<file path="src/rtl/gf_mul_pkg.sv">
package gf_mul_pkg;
  localparam int DIGIT_W = 4;

  function automatic int digit_count(input int width);
    return (width + DIGIT_W - 1) / DIGIT_W;
  endfunction
endpackage

</file>
<file path="src/rtl/gf_mul_step.sv">
module gf_mul_step
  import gf_mul_pkg::*;
#(
  parameter int M = 191,
  parameter logic [M-1:0] POLY = {{(M-10){1'b0}}, 10'h201}
) (
  input  logic [M-1:0]       acc_in,
  input  logic [M-1:0]       mcand,
  input  logic [DIGIT_W-1:0] digit,
  output logic [M-1:0]       acc_out
);
  // multiply by x and fold the overflow term back with the low polynomial terms
  function automatic logic [M-1:0] times_x(input logic [M-1:0] v);
    return {v[M-2:0], 1'b0} ^ (v[M-1] ? POLY : '0);
  endfunction

  logic [M-1:0] shifted [DIGIT_W+1];
  logic [M-1:0] pp      [DIGIT_W];
  logic [M-1:0] sel     [DIGIT_W];

  assign shifted[0] = acc_in;
  assign pp[0]      = mcand;

  for (genvar k = 1; k <= DIGIT_W; k++) begin : g_shift
    assign shifted[k] = times_x(shifted[k-1]);
  end

  for (genvar k = 1; k < DIGIT_W; k++) begin : g_pp
    assign pp[k] = times_x(pp[k-1]);
  end

  for (genvar k = 0; k < DIGIT_W; k++) begin : g_sel
    if (k == 0) begin : g_first
      assign sel[k] = digit[k] ? pp[k] : '0;
    end else begin : g_rest
      assign sel[k] = sel[k-1] ^ (digit[k] ? pp[k] : '0);
    end
  end

  assign acc_out = shifted[DIGIT_W] ^ sel[DIGIT_W-1];
endmodule

</file>
<file path="src/rtl/gf_mul_seq.sv">
module gf_mul_seq #(
  parameter int ND = 48
) (
  input  logic clk,
  input  logic rst_n,
  input  logic start,
  input  logic op_add,
  output logic busy,
  output logic load,
  output logic add_go,
  output logic last,
  output logic done
);
  localparam int CW = $clog2(ND + 1);

  logic          busy_q, done_q;
  logic [CW-1:0] cnt_q;

  assign load   = start && !busy_q && !op_add;
  assign add_go = start && !busy_q && op_add;
  assign last   = busy_q && (cnt_q == '0);
  assign busy   = busy_q;
  assign done   = done_q;

  always_ff @(posedge clk) begin
    if (!rst_n) begin
      busy_q <= 1'b0;
      done_q <= 1'b0;
      cnt_q  <= '0;
    end else begin
      done_q <= last || add_go;
      if (load) begin
        busy_q <= 1'b1;
        cnt_q  <= CW'(ND - 1);
      end else if (busy_q) begin
        if (last) busy_q <= 1'b0;
        else      cnt_q  <= cnt_q - 1'b1;
      end
    end
  end

  p_cnt_range_r3: assert property (@(posedge clk) disable iff (!rst_n)
    busy_q |-> (cnt_q < CW'(ND)));

  p_done_pulse_r3: assert property (@(posedge clk) disable iff (!rst_n)
    done_q |-> !busy_q);

  p_fall_done_r3: assert property (@(posedge clk) disable iff (!rst_n)
    $fell(busy_q) |-> done_q);

  p_ignore_start_r5: assert property (@(posedge clk) disable iff (!rst_n)
    (busy_q && cnt_q != '0) |=> (busy_q && cnt_q == $past(cnt_q) - 1'b1));

  p_add_fast_r6: assert property (@(posedge clk) disable iff (!rst_n)
    add_go |=> (done_q && !busy_q));
endmodule

</file>
<file path="src/rtl/gf_digit_mul.sv">
module gf_digit_mul
  import gf_mul_pkg::*;
#(
  parameter int M = 191,
  parameter logic [M-1:0] POLY = {{(M-10){1'b0}}, 10'h201}
) (
  input  logic         clk,
  input  logic         rst_n,
  input  logic         start,
  input  logic         op_add,
  input  logic [M-1:0] opnd_a,
  input  logic [M-1:0] opnd_b,
  output logic         busy,
  output logic         done,
  output logic [M-1:0] result
);
  localparam int ND = digit_count(M);
  localparam int BW = ND * DIGIT_W;

  logic [M-1:0]  a_q, acc_q, res_q, acc_nx;
  logic [BW-1:0] bsh_q;
  logic          load, add_go, last;

  gf_mul_seq #(.ND(ND)) seq_i (
    .clk(clk), .rst_n(rst_n), .start(start), .op_add(op_add),
    .busy(busy), .load(load), .add_go(add_go), .last(last), .done(done)
  );

  gf_mul_step #(.M(M), .POLY(POLY)) step_i (
    .acc_in(acc_q), .mcand(a_q), .digit(bsh_q[BW-1 -: DIGIT_W]), .acc_out(acc_nx)
  );

  always_ff @(posedge clk) begin
    if (!rst_n) begin
      a_q   <= '0;
      acc_q <= '0;
      bsh_q <= '0;
      res_q <= '0;
    end else begin
      if (load) begin
        a_q   <= opnd_a;
        bsh_q <= BW'(opnd_b);
        acc_q <= '0;
      end else if (busy) begin
        acc_q <= acc_nx;
        bsh_q <= bsh_q << DIGIT_W;
      end
      if (last)        res_q <= acc_nx;
      else if (add_go) res_q <= opnd_a ^ opnd_b;
    end
  end

  assign result = res_q;

  p_result_hold_r4: assert property (@(posedge clk) disable iff (!rst_n)
    !$stable(res_q) |-> done);

  p_load_idle_r7: assert property (@(posedge clk) disable iff (!rst_n)
    load |=> (busy && !done));
endmodule

</file>
<file path="config.mk">
export PLATFORM = sky130hd
export DESIGN_NAME = gf_digit_mul
export DESIGN_NICKNAME = d
export VERILOG_FILES = /design/src/rtl/gf_mul_pkg.sv /design/src/rtl/gf_mul_step.sv /design/src/rtl/gf_mul_seq.sv /design/src/rtl/gf_digit_mul.sv
export SDC_FILE = /design/constraint.sdc
export NUM_CORES = 2
export LEC_CHECK = 0
export CAP_MARGIN = 20
export CORE_ASPECT_RATIO = 1.1
export CORE_MARGIN = 1
export CORE_UTILIZATION = 28
export DETAILED_ROUTE_END_ITERATION = 7
export DONT_BUFFER_PORTS = 1
export PLACE_DENSITY_LB_ADDON = 0.05
export RECOVER_POWER = 100
export SLEW_MARGIN = 5
export SYNTH_ARGS = -nofsm -noshare
export SYNTH_HDL_FRONTEND = slang
export SYNTH_SLANG_ARGS = --single-unit
</file>
<file path="constraint.sdc">
create_clock -name clk -period 3.1 [get_ports clk]
set_input_delay 0.62 -clock clk [delete_from_list [all_inputs] [get_ports clk]]
set_output_delay 0.62 -clock clk [all_outputs]
set_load 0.02 [all_outputs]
</file>
==> summary.txt <==
ys flop type -> dfxtp_1
startpoint types -> flop
Slew headroom -> -0.0342
crit path from -> bsh_q[188]
Area Growth Syn to Fin -> 15.3%
Worst-Margin Slew -> 1.55 ns
Avg WL per Cell -> 21.8 um
Reg-to-Reg Start -> bsh_q[188]
number of I/O pins -> 579
Worst-path clk slew -> 0.06 ns
# setup viols final -> 0
final wirelength -> 147 mm
die height -> 392 um
Post-synth EDFFs -> 0
Clock Tree Root -> clkbuf_16
Total GRT Usage -> 0.206
worst endpoint required time -> 3.61 ns
Post-Syn Nets -> 5360
Row Count -> 142
maximum fanout along the worst path -> 29
max-cap violation count -> 2
unique cell type count in the Yosys netlist -> 35
Pwr Total -> 25.3 mW
first-pass GRT wire length -> 219 mm
Port Buffers -> 0
Overflow after GRT -> 0
failing checks -> max-capacitance violations, max-slew violations
Critical Path End Type -> flop
Yosys reg bits -> 773
FILL cells -> 14800
CTS tree -> done
DRC viols -> 0
largest net degree at the start of global routing -> 158
register area share after synthesis -> 0.400
H-tree levels -> 3
starting density of the core -> 0.283
CP Class -> flop to flop
fmax -> 0.371 GHz
via/cell ratio -> 4.82
status -> complete, but fails checks
P_leak -> 14.1 nW
top post-synthesis cells by area -> dfxtp_1 40%, xnor2_1 17%, nand2_1 15%, a21oi_1 7.2%, xor2_1 4.9%
most frequent cells after synthesis -> 1512 x nand2_1, 773 x dfxtp_1, 748 x xnor2_1
initial drt markers -> 1701
number of global-route vias before repair -> 32500
Final min period -> 2.69 ns
Post-synth ARST share -> 0
fin crit share -> 0.869
chip width -> 357 um
Final ANT Viol Nets -> 0
initial antenna violation count -> 2
peak supply drop -> 374 uV
Worst Path Arrival -> 3.20 ns
RR Endpoint -> result[6]
Core Area -> 137000 um2
area share of the largest cell type after synthesis -> 0.400
Critical Path End -> result[6]
R2R setup slack -> 0.41 ns
GPL Wtd Cong -> 0.766
cells on worst reg2reg path -> 6
CTS Buf Count -> 95
Fin. Hold Viols -> 0
Final nets -> 5271
Synth area leader -> dfxtp_1
final hold slack -> 0.0659 ns
dpl hpwl -> 100 mm
die area -> 140000 um2
Max clock buf depth -> 3
# clock sinks -> 773
count leader, synth -> nand2_1
YS warnings -> 0
Slew Limit Fails -> 120
TNS Setup -> 0 ns
Synth Area per Inst -> 7.79 um2
RSZ-0062 raised after global routing -> false
Netlist Area Pre-Place -> 38700 um2
Skew-Pair Late Insertion Delay -> 0.70 ns
HP Class -> primary input to flop
Cells after Synth -> 4972
layout cells sized above 1 -> 0.0506
PD cells -> 566 nW/um2
routed via count -> 32600
clock skew -> 0.0212 ns
DR pass1 iterations -> 5
==> critical path: stages, from the launching register on <==
cell      delay, ns
dfxtp_4        0.63
clkbuf_1       0.82
nand2_1        0.14
xnor2_1        0.23
xnor2_1        0.10
xnor2_1        0.40
o22ai_1        0.15
==> how the worst min path moves through the flow <==
stage,cells past startpoint,from,to,slack [ns]
2_1_floorplan,2,bsh_q[0],bsh_q[0],0.44
3_3_place_gp,2,bsh_q[160],bsh_q[160],0.44
3_5_place_dp,2,bsh_q[73],bsh_q[73],0.45
4_1_cts,2,opnd_a[141],a_q[141],0.0002
5_1_grt,2,opnd_a[43],a_q[43],0.03
6_report,2,opnd_a[107],a_q[107],0.07
==> flip-flops by register name, summed over array words and instances, names as in the netlist <==
signal and cells:
bsh_q 192, a_q 191, acc_q 191, result 191, seq_i.cnt_q 6, seq_i.busy 1
seq_i.done 1
==> stage by stage <==
stage / utilization / instances / instance area, um2 / worst slack, ns
6_report: 0.326 / 6762 / 44700 / 0.406
5_1_grt: 0.326 / 6762 / 44700 / 0.235
4_1_cts: 0.327 / 6761 / 44800 / 0.437
3_5_place_dp: 0.297 / 6493 / 40600 / 0.820
3_3_place_gp: 0.297 / 6493 / 40600 / 0.843
2_1_floorplan: - / 4972 / 38700 / 1.24
==> kinds of logic (layout without fill, tap and decap cells) <==
| family | Yosys count | after routing | share of synthesized area |
|---|---|---|---|
| AO/OA/AOI/OAI | 1126 | 1126 | 0.169 |
| XOR/XNOR | 966 | 966 | 0.218 |
| adder cells (fa/ha/maj) | 2 | 2 | 0.000646 |
| buffers and inverters | 366 | 355 | 0.0417 |
| flip-flops | 773 | 773 | 0.400 |
| other | 0 | 1 | 0 |
| AND/OR/NAND/NOR | 1739 | 1739 | 0.171 |
==> metal layers <==
metal / vias up / GRT usage / part of all wire / wire length, um
li1: 16200 / - / - / -
met1: 15600 / 0.273 / 0.46 / 67300
met2: 668 / 0.332 / 0.46 / 68100
met3: 141 / 0.0480 / 0.062 / 9120
met4: 0 / 0.0510 / 0.019 / 2730
met5: - / 0 / 0 / 0
==> placed cells by master (no fill, tap or decap), types with 29 or more instances in the layout <==
| cell | instances |
|---|---|
| nand2_1 | 1510 |
| dfxtp_1 | 769 |
| xnor2_1 | 748 |
| a21oi_1 | 557 |
| xor2_1 | 218 |
| nor2_1 | 184 |
| a22oi_1 | 183 |
| o22ai_1 | 167 |
| o21ai_0 | 164 |
| clkbuf_16 | 99 |
| dlygate4sd3_1 | 93 |
| buf_4 | 35 |
| buf_12 | 35 |
| clkbuf_8 | 29 |
==> timing repair <==
action / in CTS / in global routing
endpoints found under the setup margin: 0 / 0
hold buffers: 93 / 0
buffers inserted: 0 / 0
endpoints found under the hold margin: 93 / 0
gates resized for setup: 0 / 0
==> power breakdown <==
| part | switching [mW] | internal, mW | leakage [nW] |
|---|---|---|---|
| Clock | 4.81 | 6.94 | 1.61 |
| Combinational | 1.57 | 0.910 | 6.21 |
| Sequential | 0.663 | 10.4 | 6.29 |
==> cell type report <==
type	instances	area, um2	share of cell area
multi-input combinational	3833	21700	0.485
sequential	773	15500	0.347
clock buffer	147	2950	0.0660
tap	1800	2250	0.0504
timing repair buffer	176	1960	0.0439
clock inverter	28	299	0.00670
inverter	4	22.5	0.000504
antenna	1	2.50	0.0000560
(Power assumes the default switching activity.)
